===== src/rtl/recon_pkg.sv =====
// Package recon_pkg
// Shared widths and the per-block mode record for the pixel reconstruction
// unit. Assumes one pixel per handshake and square blocks.
package recon_pkg;
    localparam int unsigned PIX_W_D   = 8;   // pixel width
    localparam int unsigned RES_W_D   = 16;  // full residual width
    localparam int unsigned PACK_W_D  = 8;   // compact residual width
    localparam int unsigned BLK_PIX_D = 64;  // pixels per block

    // Per-block mode record, sampled on the first pixel
    typedef struct packed {
        logic intra;   // 1: overwrite with incoming pixel
        logic packed8; // 1: residual is compact signed form
    } blk_mode_t;
endpackage


===== src/rtl/recon_blk_ctrl.sv =====
// Module recon_blk_ctrl
// Counts accepted pixels within a block and holds the block mode.
// On pixel 0 the live flags are used directly and captured.
// On the other pixels the captured copy is used.
// Assumes fire is high only when a pixel is actually accepted.
module recon_blk_ctrl
    import recon_pkg::*;
#(
    parameter int unsigned BLK_PIX = BLK_PIX_D
) (
    input  logic      clk,
    input  logic      rst_n,
    input  logic      fire,
    input  blk_mode_t mode_in,
    output blk_mode_t mode_eff,
    output logic      last_pix
);
    localparam int unsigned CNT_W = (BLK_PIX > 1) ? $clog2(BLK_PIX) : 1;
    localparam logic [CNT_W-1:0] LAST_IDX = CNT_W'(BLK_PIX - 1);

    logic [CNT_W-1:0] pix_cnt;
    blk_mode_t        mode_hold;
    logic             first_pix;

    // Decode the position in the block and choose the mode source
    always_comb begin
        first_pix = (pix_cnt == '0);
        last_pix  = (pix_cnt == LAST_IDX);
        mode_eff  = first_pix ? mode_in : mode_hold;
    end

    // Advance the pixel index and wrap it at the end of the block
    always_ff @(posedge clk) begin
        if (!rst_n) begin
            pix_cnt <= '0;
        end else if (fire) begin
            pix_cnt <= last_pix ? '0 : pix_cnt + 1'b1;
        end
    end

    // Capture the mode flags on the first pixel
    always_ff @(posedge clk) begin
        if (!rst_n) begin
            mode_hold <= '0;
        end else if (fire && first_pix) begin
            mode_hold <= mode_in;
        end
    end
endmodule


===== src/rtl/recon_res_unpack.sv =====
// Module recon_res_unpack
// Turns a raw residual word into a signed full-width residual.
// In compact form the low PACK_W bits are sign-extended and the upper bits
// are ignored. Assumes PACK_W <= RES_W.
module recon_res_unpack #(
    parameter int unsigned RES_W  = 16,
    parameter int unsigned PACK_W = 8
) (
    input  logic [RES_W-1:0]        raw,
    input  logic                    packed8,
    output logic signed [RES_W-1:0] res
);
    logic signed [RES_W-1:0] res_compact;

    generate
        if (PACK_W < RES_W) begin : g_ext
            // Sign-extend the compact residual
            always_comb res_compact = {{(RES_W-PACK_W){raw[PACK_W-1]}}, raw[PACK_W-1:0]};
        end else begin : g_same
            // Compact and full forms share a width
            always_comb res_compact = raw;
        end
    endgenerate

    // Pick the residual form for this block
    always_comb res = packed8 ? res_compact : $signed(raw);
endmodule


===== src/rtl/recon_add_clip.sv =====
// Module recon_add_clip
// Forms one reconstructed pixel. Intra passes the low pixel bits of the
// residual word through. Inter adds the signed residual to the unsigned
// prediction and saturates the sum to 0..2^PIX_W-1.
// Assumes RES_W > PIX_W.
module recon_add_clip #(
    parameter int unsigned PIX_W = 8,
    parameter int unsigned RES_W = 16
) (
    input  logic                    intra,
    input  logic [PIX_W-1:0]        intra_pix,
    input  logic [PIX_W-1:0]        pred,
    input  logic signed [RES_W-1:0] res,
    output logic [PIX_W-1:0]        pix
);
    localparam int unsigned SUM_W = RES_W + 2;
    localparam logic signed [SUM_W-1:0] PIX_MAX = SUM_W'((1 << PIX_W) - 1);

    logic signed [SUM_W-1:0] sum;
    logic [PIX_W-1:0]        clipped;

    // Widen both operands and add them without overflow
    always_comb sum = $signed({{(SUM_W-PIX_W){1'b0}}, pred}) + SUM_W'(res);

    // Saturate the sum to the pixel range
    always_comb begin
        if (sum < 0)
            clipped = '0;
        else if (sum > PIX_MAX)
            clipped = '1;
        else
            clipped = sum[PIX_W-1:0];
    end

    // Intra overwrites, inter uses the clipped sum
    always_comb pix = intra ? intra_pix : clipped;
endmodule


===== src/rtl/recon_out_stage.sv =====
// Module recon_out_stage
// A single output register with a valid/ready handshake. It can be loaded
// when it is empty or being drained, and it holds while stalled.
module recon_out_stage #(
    parameter int unsigned PIX_W = 8
) (
    input  logic             clk,
    input  logic             rst_n,
    input  logic             load,
    input  logic [PIX_W-1:0] load_pix,
    input  logic             load_last,
    input  logic             out_ready,
    output logic             can_load,
    output logic             out_valid,
    output logic [PIX_W-1:0] out_data,
    output logic             out_last
);
    // The slot is free when it is empty or its content leaves this cycle
    always_comb can_load = !out_valid || out_ready;

    // Track whether the register holds a pixel
    always_ff @(posedge clk) begin
        if (!rst_n)
            out_valid <= 1'b0;
        else if (can_load)
            out_valid <= load;
    end

    // Capture pixel and end marker on load
    always_ff @(posedge clk) begin
        if (!rst_n) begin
            out_data <= '0;
            out_last <= 1'b0;
        end else if (can_load && load) begin
            out_data <= load_pix;
            out_last <= load_last;
        end else if (can_load) begin
            out_last <= 1'b0;
        end
    end
endmodule


===== src/rtl/pix_recon.sv =====
// Module pix_recon
// Pixel reconstruction top. It joins the residual stream and, for inter
// blocks, the prediction stream into one registered output stream.
// Assumes block boundaries are defined only by the pixel count.
module pix_recon
    import recon_pkg::*;
#(
    parameter int unsigned PIX_W   = PIX_W_D,
    parameter int unsigned RES_W   = RES_W_D,
    parameter int unsigned PACK_W  = PACK_W_D,
    parameter int unsigned BLK_PIX = BLK_PIX_D
) (
    input  logic             clk,
    input  logic             rst_n,
    input  logic             res_valid,
    output logic             res_ready,
    input  logic [RES_W-1:0] res_data,
    input  logic             res_intra,
    input  logic             res_packed,
    input  logic             pred_valid,
    output logic             pred_ready,
    input  logic [PIX_W-1:0] pred_data,
    output logic             out_valid,
    input  logic             out_ready,
    output logic [PIX_W-1:0] out_data,
    output logic             out_last
);
    blk_mode_t               mode_in, mode_eff;
    logic                    last_pix, can_load, fire, need_pred;
    logic signed [RES_W-1:0] res_s;
    logic [PIX_W-1:0]        pix;

    // Gather the live mode flags
    always_comb begin
        mode_in.intra   = res_intra;
        mode_in.packed8 = res_packed;
    end

    // Handshake: inter needs both streams, intra needs only the residual
    always_comb begin
        need_pred  = !mode_eff.intra;
        res_ready  = can_load && (!need_pred || pred_valid);
        pred_ready = can_load && need_pred && res_valid;
        fire       = res_valid && res_ready;
    end

    recon_blk_ctrl #(.BLK_PIX(BLK_PIX)) u_ctrl (
        .clk      (clk),
        .rst_n    (rst_n),
        .fire     (fire),
        .mode_in  (mode_in),
        .mode_eff (mode_eff),
        .last_pix (last_pix)
    );

    recon_res_unpack #(.RES_W(RES_W), .PACK_W(PACK_W)) u_unpack (
        .raw     (res_data),
        .packed8 (mode_eff.packed8),
        .res     (res_s)
    );

    recon_add_clip #(.PIX_W(PIX_W), .RES_W(RES_W)) u_add (
        .intra     (mode_eff.intra),
        .intra_pix (res_data[PIX_W-1:0]),
        .pred      (pred_data),
        .res       (res_s),
        .pix       (pix)
    );

    recon_out_stage #(.PIX_W(PIX_W)) u_out (
        .clk       (clk),
        .rst_n     (rst_n),
        .load      (fire),
        .load_pix  (pix),
        .load_last (last_pix),
        .out_ready (out_ready),
        .can_load  (can_load),
        .out_valid (out_valid),
        .out_data  (out_data),
        .out_last  (out_last)
    );
endmodule


===== config.mk =====
export PLATFORM = sky130hd
export DESIGN_NAME = pix_recon
export DESIGN_NICKNAME = d
export VERILOG_FILES = /design/src/rtl/recon_pkg.sv /design/src/rtl/recon_blk_ctrl.sv /design/src/rtl/recon_res_unpack.sv /design/src/rtl/recon_add_clip.sv /design/src/rtl/recon_out_stage.sv /design/src/rtl/pix_recon.sv
export SDC_FILE = /design/constraint.sdc
export NUM_CORES = 1
export LEC_CHECK = 0
export ABC_CLOCK_PERIOD_IN_PS = 3400
export BUFFER_PORTS_ARGS = -buffer_cell sky130_fd_sc_hd__clkbuf_2
export CORE_ASPECT_RATIO = 1.75
export CORE_UTILIZATION = 50
export CTS_BUF_LIST = sky130_fd_sc_hd__clkbuf_4
export DETAILED_ROUTE_END_ITERATION = 12
export PLACE_DENSITY = 0.77
export REMOVE_ABC_BUFFERS = 1
export SETUP_SLACK_MARGIN = 0.4
export SYNTH_ARGS = -nofsm -noshare
export SYNTH_HDL_FRONTEND = slang
export SYNTH_SLANG_ARGS = --single-unit

===== constraint.sdc =====
create_clock -name clk -period 3.4 [get_ports clk]
set_clock_uncertainty 0.05 [all_clocks]
set_input_delay 0.34 -clock clk [delete_from_list [all_inputs] [get_ports clk]]
set_output_delay 0.34 -clock clk [all_outputs]
set_load 0.03 [all_outputs]

==> impl_metrics.yaml <==
status:
  status: "complete, no violations"
power_and_ir_drop:
  peakVddDrop_v: 0.0002193
  leakagePower_uw: 0.0007392
  p_per_area_mw_per_mm2: 365.8
  power_uw: 625.7
sta:
  setup_ws_ns: 0.6804
  finalHoldViolCount: 0
  maxSlewHeadroom_pct: 45.48
  timing.fmax_ghz: 0.3677
  finalSetupViolCount: 0
  worstMarginPinSlew_ns: 0.8093
  rsz0062_at_grt: "false"
  final_max_slew_viol_count: 0
  holdWs_ns: 0.3018
  min_period_ns: 2.720
  period_share_pct: 79.99
  tns_ns: 0
yosys:
  syn-cell-area_mm2: 0.001473
  synth_edf_count: 0
  ys_top_cells_by_area: "dfxtp_1 24%, ha_1 8.5%, a221oi_1 5.9%, xnor2_1 5.4%, nand2_1 3.6%"
  syn_inst: 179
  synth.most_common_cell: "dfxtp_1"
  synth_cell_types: 45
  async_reset_ff_share_pct: 0
  syn_area_per_cell_um2: 8.227
  synth_seq_cells: 18
  synth_top_area_cell: "dfxtp_1"
  ys_seq_area_share_pct: 24.47
  yosys_most_used_dff: "dfxtp_1"
  netlist_top_cells_count: "18 x dfxtp_1, 14 x nand2_1, 12 x nor2_1"
  yosys_warnings: 0
  synth_top_area_share_pct: 24.47
critical_path:
  cp_num_cells: 9
  crit_chain: "clkbuf_2, ha_1, a211oi_1, nor2_1, o31a_1, o211ai_1, mux2_2, o21ai_0, a31oi_1"
  cp_max_fo: 5
  endpoint_kind: "flop"
  required_ns: 3.50
  slowest_stage: "o21ai_0"
  ff2ff_path_depth: 8
  setup.worst_path.class: "in -> reg"
  worstSetupStartpoint: "res_data[1]"
  critPathTopFamily: "compound AO/OA/AOI/OAI gates"
  slowest_delay_ns: 0.65
  cp_num_buf_inv: 1
  endpoint: "u_out.out_data[7]$_SDFFE_PN0P_"
  r2r_start: "u_ctrl.pix_cnt[3]$_SDFFE_PN0P_"
  crit_arrival_ns: 2.82
  r2r-end: "u_ctrl.pix_cnt[3]$_SDFFE_PN0P_"
  cp-start-kind: "primary input"
  r2r_slack_ns: 0.91
grt:
  grt_pass1_vias: 1510
  antenna_found_initial: 0
  overflow: 0
  grt_pass1_wl_um: 6216
  grt_max_degree: 17
  track_usage_pct: 24.72
cells_and_area:
  n_antenna_cell: 0
  layout-drive-gt1-share_pct: 24.55
  fillers: 261
  seqCellArea_um2: 360.3
  fin_nets: 263
  syn_to_final_growth_pct: 16.14
  multi_input_area_mm2: 0.001050
floorplanning:
  fp.dieW_um: 43.03
  die_y_um: 73.79
  initial_core_util_pct: 53.50
  num_rows: 25
  ios: 43
  dieArea_mm2: 0.003175
  coreArea_mm2: 0.002753
clock_tree:
  clkLatencyLatePin_ns: 0.30
  cts.repair.resized: 0
  ctsRootBufferMaster: "clkbuf_4"
  cts_num_sinks: 18
  cts_hold_buffers: 0
  cts_max_path_buffers: 2
  htreeDepth: 1
  cts_buffers: 3
  clk_pin_slew_worst_paths_ns: 0.10
  post-cts-setup-buffer-count: 0
  cts_tree: "yes"
detailed_routing:
  remaining_drc_errors: 0
  post_drt_wl_per_cell_um: 14.93
  final_antenna_net_count: 0
  first_pass_iters: 4
  wl_um: 3688
  drt-initial-drc-count: 34
  avgViaCountPerCell: 6.304
  vias: 1557
placement:
  io_buffer_count: 42
  post-place-ws_ns: 0.4529
  gp_congestion: 0.9013
  dpl.hpwl_um: 2951
worst_hold_path:
  hold_path.class: "in -> reg"
  holdCritStartpoint: "res_packed"
job:
  cap_violations: 0
## worst min-delay path by stage
| stage | cells after the start | endpoint |
|---|---|---|
| global placement | 2 | u_ctrl.pix_cnt[1]$_SDFFE_PN0P_ |
| finish | 3 | u_ctrl.mode_hold[0]$_SDFFE_PN0P_ |
| CTS | 3 | u_ctrl.mode_hold[0]$_SDFFE_PN0P_ |
| detailed placement | 2 | u_ctrl.pix_cnt[1]$_SDFFE_PN0P_ |
| floorplan | 2 | u_ctrl.pix_cnt[0]$_SDFFE_PN0P_ |
| global route | 3 | u_ctrl.mode_hold[1]$_SDFFE_PN0P_ |
## per-stage QoR
stage | instances | cell area (µm²) | util [%]
floorplan | 174 | 1440 | -
global placement | 243 | 1684 | 61.18
detailed placement | 243 | 1684 | 61.18
CTS | 247 | 1710 | 62.14
global route | 247 | 1710 | 62.14
finish | 247 | 1710 | 62.14
## routing by layer
| metal | vias to the layer above | GRT usage (%) | wire [µm] |
|---|---|---|---|
| met5 | - | 0 | 0 |
| met2 | 55 | 50.17 | 2104 |
| met3 | 10 | 1.966 | 171 |
| li1 | 767 | - | - |
| met4 | 0 | 9.764 | 71 |
| met1 | 725 | 24.63 | 1342 |
## layout make-up
cell class | count | area share [%]
Clock buffer | 3 | 1.317
Clock inverter | 1 | 0.2195
Inverter | 8 | 1.756
Multi-Input combinational cell | 148 | 61.38
Sequential cell | 18 | 21.07
Tap cell | 27 | 1.975
Timing Repair Buffer | 42 | 12.29
## report_power, final
group | switching, µW | internal (µW)
clock network | 71.4 | 42.8
registers | 13.7 | 229
logic | 162 | 107
## sequential cells by signal, indices dropped and copies added, names as in the netlist
| signal | count |
|---|---|
| u_ctrl.mode_hold | 2 |
| u_ctrl.pix_cnt | 6 |
| u_out.out_data | 8 |
| u_out.out_last | 1 |
| u_out.out_valid | 1 |
## logic make-up after synthesis
group | share of synthesized area, %
multiplexers | 5.267
AO/OA/AOI/OAI | 30.59
buffers and inverters | 4.248
AND/OR/NAND/NOR | 20.22
XOR/XNOR | 5.353
flip-flops | 24.47
adder cells (fa/ha/maj) | 9.856
## worst min-delay path, stage by stage
cell      delay (ns)
clkbuf_2        0.10
mux2i_1         0.07
nor2b_1         0.10
## cells in the final DEF, fill, tap and decap left out, types with 4 or more instances in the layout
master | netlist | layout
a221oi_1 | 10 | 10
nand4_1 | 4 | 4
o21a_1 | 6 | 6
a31oi_1 | 8 | 8
ha_1 | 10 | 10
inv_1 | 8 | 8
a21oi_1 | 8 | 8
o211ai_1 | 4 | 4
nor2_1 | 12 | 12
clkbuf_2 | 0 | 42
o21ai_0 | 10 | 10
nor2b_1 | 4 | 4
xnor2_1 | 9 | 9
and2_1 | 6 | 6
dfxtp_1 | 18 | 18
nand2b_1 | 4 | 4
nand2_1 | 14 | 14
No activity file was read; power rests on OpenSTA's default activity.
